File: config.mk
export PLATFORM = sky130hd
export DESIGN_NAME = cnt_chain
export DESIGN_NICKNAME = d
export VERILOG_FILES = /design/src/rtl/cnt_pkg.sv /design/src/rtl/cnt_ctrl.sv /design/src/rtl/cnt_datapath.sv /design/src/rtl/cnt_stage.sv /design/src/rtl/cnt_chain.sv
export SDC_FILE = /design/constraint.sdc
export NUM_CORES = 1
export LEC_CHECK = 0
export ABC_AREA = 1
export CORE_MARGIN = 3
export CORE_UTILIZATION = 45
export CTS_CLUSTER_DIAMETER = 80
export CTS_CLUSTER_SIZE = 8
export DETAILED_ROUTE_END_ITERATION = 6
export PLACE_DENSITY = 0.83
export SLEW_MARGIN = 20
export SYNTH_ARGS = -nofsm -noshare
export SYNTH_HDL_FRONTEND = slang
export SYNTH_HIERARCHICAL = 1
export SYNTH_SLANG_ARGS = --single-unit
File: constraint.sdc
create_clock -name clk -period 2.57 [get_ports clk]
set_clock_uncertainty 0.05 [all_clocks]
set_input_delay 0.514 -clock clk [delete_from_list [all_inputs] [get_ports clk]]
set_output_delay 0.514 -clock clk [all_outputs]
set_load 0.02 [all_outputs]
File: src/rtl/cnt_pkg.sv
package cnt_pkg;
  // Strobes from a stage's control to its datapath
  typedef struct packed {
    logic doLoad;
    logic doInc;
  } cntStrobe_t;
endpackage

File: src/rtl/cnt_ctrl.sv
module cnt_ctrl
  import cnt_pkg::*;
(
  input  logic       ldN,
  input  logic       enPar,
  input  logic       enTrk,
  output cntStrobe_t strobe
);
  // Load overrides counting; counting needs both enables
  always_comb begin
    strobe.doLoad = !ldN;
    strobe.doInc  = ldN && enPar && enTrk;
  end
endmodule

File: src/rtl/cnt_datapath.sv
module cnt_datapath
  import cnt_pkg::*;
#(
  parameter int WIDTH = 4
) (
  input  logic             clk,
  input  logic             clrN,
  input  cntStrobe_t       strobe,
  input  logic [WIDTH-1:0] presetVal,
  input  logic             enTrk,
  output logic [WIDTH-1:0] q,
  output logic             termCnt
);
  localparam logic [WIDTH-1:0] MAX_VAL = {WIDTH{1'b1}};

  always_ff @(posedge clk or negedge clrN) begin
    if (!clrN)              q <= '0;
    else if (strobe.doLoad) q <= presetVal;
    else if (strobe.doInc)  q <= q + 1'b1;
  end

  // Lookahead carry: formed from the stored value and the incoming carry
  assign termCnt = (q == MAX_VAL) && enTrk;
endmodule

File: src/rtl/cnt_stage.sv
module cnt_stage
  import cnt_pkg::*;
#(
  parameter int WIDTH = 4
) (
  input  logic             clk,
  input  logic             clrN,
  input  logic             ldN,
  input  logic [WIDTH-1:0] presetVal,
  input  logic             enPar,
  input  logic             enTrk,
  output logic [WIDTH-1:0] q,
  output logic             termCnt
);
  cntStrobe_t strobe;

  cnt_ctrl ctrl_i (
    .ldN   (ldN),
    .enPar (enPar),
    .enTrk (enTrk),
    .strobe(strobe)
  );

  cnt_datapath #(.WIDTH(WIDTH)) dp_i (
    .clk      (clk),
    .clrN     (clrN),
    .strobe   (strobe),
    .presetVal(presetVal),
    .enTrk    (enTrk),
    .q        (q),
    .termCnt  (termCnt)
  );
endmodule

File: src/rtl/cnt_chain.sv
module cnt_chain #(
  parameter int STAGE_W    = 4,
  parameter int NUM_STAGES = 3,
  localparam int TOTAL_W   = STAGE_W * NUM_STAGES
) (
  input  logic               clk,
  input  logic               clrN,
  input  logic               ldN,
  input  logic [TOTAL_W-1:0] preset,
  input  logic               enableAll,
  input  logic               enableCarry,
  output logic [TOTAL_W-1:0] count,
  output logic               carryOut
);
  logic [NUM_STAGES:0] carryLink;

  assign carryLink[0] = enableCarry;

  for (genvar k = 0; k < NUM_STAGES; k++) begin : g_stage
    cnt_stage #(.WIDTH(STAGE_W)) stage_i (
      .clk      (clk),
      .clrN     (clrN),
      .ldN      (ldN),
      .presetVal(preset[k*STAGE_W +: STAGE_W]),
      .enPar    (enableAll),
      .enTrk    (carryLink[k]),
      .q        (count[k*STAGE_W +: STAGE_W]),
      .termCnt  (carryLink[k+1])
    );
  end

  assign carryOut = carryLink[NUM_STAGES];
endmodule

Word-level counts from Yosys, hierarchy flattened:

Cells that the tools add are included.

* $add $sub $neg: 3
* eq/ne operators: 6
* mux-type cells: 6
* reductions and logical operators: 7

Operators with widths (number)
* two-way mux 4 bit: 6
* adder 4 x 1 -> 4 bit, second input constant: 3
* == test 4 bit, second input constant: 3
* logical AND 1 bit: 7
* != test 2 x 1 -> 1 bit, second input constant: 3

* register bits: 12
* input port bits: 17
* output and inout port bits: 13
* word-level logic and storage cells: 25

Longest topological paths before layout:

* depth after elaboration: 6
* mapped depth: 11
* depth with buffers taken out: 11

Cells and area by module:

Netlist, hierarchy kept.

Modules (own cells, without submodules)
* cnt_datapath: times used 3, cells each 30, area an instance 231.5 um^2, seq. area each 100.1 um^2
* cnt_ctrl: times used 3, cells each 4, area an instance 17.5 um^2, seq. area each 0.0 um^2

Worst setup path before layout:

Ideal clock, no wire load.

* kind: register -> output
* from: reg g_stage[0].stage_i.dp_i.q[0]
* to: out carryOut
* arrival: 1422 ps
* required time: 2006 ps
* path slack: 584 ps
* cell stages (with the launch flop): 8
* buffers on the path: 0
* cell sequence: dfrtp_1 > ha_1 > nand2_1 > nor2_1 > nand2_1 > nor2_1 > nand2_1 > nor2_1

* cells in the longest elaborated chain, start to end: 4

RTL lines
* start: declaration: RTL line cnt_datapath.sv:11 `output logic [WIDTH-1:0] q,`
* start signal: assignment: RTL line cnt_datapath.sv:18 `else if (strobe.doLoad) q <= presetVal;`
* start signal: assignment: RTL line cnt_datapath.sv:19 `else if (strobe.doInc) q <= q + 1'b1;`
* == test 4 bit: RTL line cnt_datapath.sv:23 `assign termCnt = (q == MAX_VAL) && enTrk;`
* logical AND 1 bit: RTL line cnt_datapath.sv:23
* via carryLink[1]: RTL line cnt_chain.sv:15 `logic [NUM_STAGES:0] carryLink;`
* logical AND 1 bit: RTL line cnt_datapath.sv:23
* via carryLink[2]: RTL line cnt_chain.sv:15
* logical AND 1 bit: RTL line cnt_datapath.sv:23
* end: declaration: RTL line cnt_chain.sv:13 `output logic carryOut`

The timed path passes the listed nets, and every way through them passes these cells.

Final worst setup path:

* from: in enableCarry
* to: out carryOut

* cells in the longest elaborated chain, start to end: 3

RTL lines
* start: declaration: RTL line cnt_chain.sv:11 `input logic enableCarry,`
* logical AND 1 bit: RTL line cnt_datapath.sv:23
* via carryLink[1]: RTL line cnt_chain.sv:15
* logical AND 1 bit: RTL line cnt_datapath.sv:23
* via carryLink[2]: RTL line cnt_chain.sv:15
* logical AND 1 bit: RTL line cnt_datapath.sv:23

The timed path passes the listed nets, and every way through them passes these cells.

==> results.md <==
| Stage | Parameter | Value |
|:---|:---|:---|
| floorplanning | Placement Rows | 14 |
| setup path | Length in cells of the worst reg-to-reg path | 11 |
| cells and area | Count of inserted antenna diode cells | 0 |
| placement | # port buffers | 29 |
| setup path | Cell family with the largest share of critical-path delay | buffers and inverters |
| synthesis | Summed instance area of the synthesized netlist | 747.0 µm² |
| power | PwrDens | 456.2 mW/mm² |
| cells and area | Area growth from synthesis to final layout | 44.39% |
| run status | Result of the run | finished clean |
| detailed routing | Antenna-violating nets left | 0 |
| floorplanning | Core area | 0.001541 mm² |
| sta | Unrepaired setup endpoints after global routing | false |
| setup path | Type of element launching the critical path | input port |
| worst hold path | Hold Path Depth | 1 |
| sta | Min Tclk post-route | 2.430 ns |
| setup path | Worst-case register-to-register setup slack | 0.80 ns |
| detailed routing | Remaining design rule violation count | 0 |
| clock network | Worst-path clk slew | 0.07 ns |
| cells and area | Design Area, Final | 0.001079 mm² |
| run | Count of maximum capacitance violations | 0 |
| setup path | Slowest-stage cell, CP | sky130_fd_sc_hd__clkdlybuf4s50_1 |
| clock network | CTS tree | built |
| sta | Measured slew at the worst slew-check pin | 0.5558 ns |
| floorplanning | Floorplan die area | 0.002185 mm² |
| floorplanning | Height of the die | 46.74 µm |
| synthesis | Number of synthesized register bits | 12 |
| clock network | Number of buffers inserted for hold repair after clock tree synthesis | 0 |
| synthesis | Sequential-to-total area share from yosys stat | 40.20% |
| placement | Routability-driven placement congestion ratio | 0.8270 |
| cells and area | Net count, final | 156 |
| power | Total leakage power | 0.4814 nW |
| detailed routing | Routed wire length | 1695 µm |
| clock network | Maximum clock insertion buffer count | 2 |
| floorplanning | Num ports | 30 |
| global route | Global route overflow | 0 |
| sta | Period utilisation layout | 94.57% |
| clock network | H-tree level count | 1 |
| global route | Number of antenna violations at the first check in global routing | 0 |
| worst hold path | Worst min path class | flip-flop to flip-flop |
| sta | Count of pins over their slew limit | 0 |
| global route | Pin count of the biggest net entering global routing | 13 |
| setup path | Largest stage delay, worst path | 0.48 ns |
| synthesis | Proportion of netlist area held by the largest area contributor | 40.20% |
| global route | All-Layer GR Usage | 17.81% |
| cells and area | Largest reg by FF count | g_stage.stage_i/dp_i/q |
| sta | Final setup vio count | 0 |
| setup path | Number of buffers and inverters on the critical path | 2 |
| cells and area | Fill cell count | 146 |
| worst hold path | Hold path endpoint | g_stage[2].stage_i/dp_i/q[0] |
| placement | Detail Placement HPWL | 1321 µm |
| placement | Placed cell areas | 0.001057 mm² |
| cells and area | Flip-flop count of the largest register, all copies and words added | 12 |
| clock network | Clk_lat worst skew | 0.27 ns |
| worst hold path | Worst min-delay path startpoint | g_stage[2].stage_i/dp_i/q[0] |
| detailed routing | Detailed router's first-iteration violation count | 14 |
| cells and area | Largest registers | g_stage.stage_i/dp_i/q x12 |
| sta | Worst hold-check slack | 0.5143 ns |
| synthesis | Yosys warns | 6 |
| power | Final Power | 0.0004921 W |
| power | Peak ir drop on the vdd network | 0.0003585 V |
| synthesis | Average footprint of a synthesized cell | 7.323 µm² |
| global route | First-pass GRT wire length | 2718 µm |
| setup path | Classification of the worst setup path | input port to primary output |
| detailed routing | Number of optimization iterations in the first detailed-route pass | 4 |
| setup path | Data arrival, critical path | 1.87 ns |
| cells and area | Share of final-layout standard cells stronger than drive strength 1 | 4.478% |
| synthesis | Number of different library cells in the post-synthesis netlist | 12 |
| cells and area | Leading cell types in the layout, fill and taps excluded | sky130_fd_sc_hd__nand2_1 (30), sky130_fd_sc_hd__clkdlybuf4s50_1 (28), sky130_fd_sc_hd__inv_1 (15) |
| floorplanning | Starting density of the core | 48.46% |
| detailed routing | Detail-routed via count per cell | 5.340 |
| setup path | Highest fanout seen on the critical path | 2 |
| sta | Total Neg Setup Slack | 0 ns |
| cells and area | Most frequent standard cell in the layout excluding fill and tap cells | sky130_fd_sc_hd__nand2_1 |
| clock network | Total clock sinks | 12 |
| floorplanning | Horizontal extent of the die | 46.74 µm |
| sta | F_max | 0.4114 GHz |
| detailed routing | Average routed wire per standard cell | 11.30 µm |
| synthesis | Dominant cells by area after synthesis | sky130_fd_sc_hd__dfrtp_1 (40%), sky130_fd_sc_hd__nand2_1 (15%), sky130_fd_sc_hd__inv_1 (7.5%) |
| clock network | CTS Root Buffer Type | sky130_fd_sc_hd__clkbuf_4 |
| setup path | Terminus of the critical flop-to-flop path | g_stage[2].stage_i/dp_i/q[2] |
| setup path | Endpoint type of the worst setup path | primary output |
| sta | Hold Vio Cnt, Final | 0 |
| synthesis | Syn_nets | 122 |
| clock network | Number of buffers created by CTS | 3 |
| detailed routing | Vias after detailed routing | 801 |
| setup path | Worst r2r src | g_stage[0].stage_i/dp_i/q[0] |
| global route | Vias in the first global route | 674 |
| setup path | Cell chain of the critical path | clkdlybuf4s50_1, nand2_1, nor2_1, nand2_1, nor2_1, nand2_1, nor2_1, dlygate4sd2_1 |
| setup path | Critical path required time | 2.01 ns |
| synthesis | Cells after synthesis | 102 |
| synthesis | Biggest area consumer among synthesized cells | sky130_fd_sc_hd__dfrtp_1 |
| sta | Slew Limit Headroom | 62.83% |
[cells in the mapped netlist (all sizes together)]
cell and number:
nand2 30, a22oi 3, o21ai 6, xnor2 3
dfrtp 12, nand3 9, nand4 3, inv 15
nor2 12, a21boi 6, ha 3
[timing repair]
item | in CTS | in global routing
resized for setup | 1 | 0
endpoints found under the setup margin | 1 | 0
setup buffers | 0 | 0
[through the flow]
stage | worst slack, ns | utilization [%] | instances
detailed placement | -0.1331 | 68.59 | 147
floorplan | 0.5843 | - | 102
global route | 0.003378 | 69.97 | 150
global placement | -0.1062 | 68.59 | 147
CTS | 0.1431 | 69.97 | 150
finish | 0.1396 | 69.97 | 150
[routing by layer]
layer	vias to the layer above	wire [µm]	track usage, %
met1	364	759	21.99
met2	35	759	28.85
met3	4	142	3.831
met4	0	34	9.945
met5	-	0	0
li1	398	-	-
[area by class of cell]
class	instances	area [µm²]	area share, %
Timing Repair Buffer	29	289.0	26.80
Inverter	15	56.30	5.220
Multi-Input combinational cell	75	390.4	36.20
Tap cell	16	20.02	1.856
Clock buffer	3	22.52	2.088
Sequential cell	12	300.3	27.84
[cell families (layout without fill, tap and decap cells)]
| kind of cell | after synthesis | in the layout | synth area share, % |
|---|---|---|---|
| AO/OA/AOI/OAI | 15 | 15 | 13.06 |
| buffers and inverters | 15 | 47 | 7.537 |
| AND/OR/NAND/NOR | 54 | 54 | 30.65 |
| XOR/XNOR | 3 | 3 | 3.518 |
| adder cells (fa/ha/maj) | 3 | 3 | 5.026 |
| flip-flops | 12 | 12 | 40.20 |
[worst register-to-register path, stage by stage, from the launching register on]
cell	delay [ns]
sky130_fd_sc_hd__dfrtp_1	0.44
sky130_fd_sc_hd__ha_1	0.22
sky130_fd_sc_hd__nand2_1	0.07
sky130_fd_sc_hd__nor2_1	0.14
sky130_fd_sc_hd__nand2_1	0.07
sky130_fd_sc_hd__nor2_1	0.12
sky130_fd_sc_hd__nand2_1	0.08
sky130_fd_sc_hd__nor2_2	0.10
sky130_fd_sc_hd__inv_1	0.04
sky130_fd_sc_hd__nor2_1	0.16
sky130_fd_sc_hd__inv_1	0.08
sky130_fd_sc_hd__o21ai_1	0.13
[power breakdown]
group	internal [W]	switching, W	total, W
logic	0.0000770	0.0000672	0.000144
registers	0.000207	0.0000268	0.000233
clock network	0.0000542	0.0000604	0.000115
total	0.000338	0.000154	0.000492
[worst max path at each step]
stage,from,end,cells past startpoint
floorplan,g_stage[0].stage_i/dp_i/q[0],carryOut,7
global route,enableCarry,carryOut,8
global placement,enableCarry,carryOut,8
finish,enableCarry,carryOut,8
CTS,enableCarry,carryOut,8
detailed placement,enableCarry,carryOut,8
Note: power is estimated with default switching activity, not from simulation.
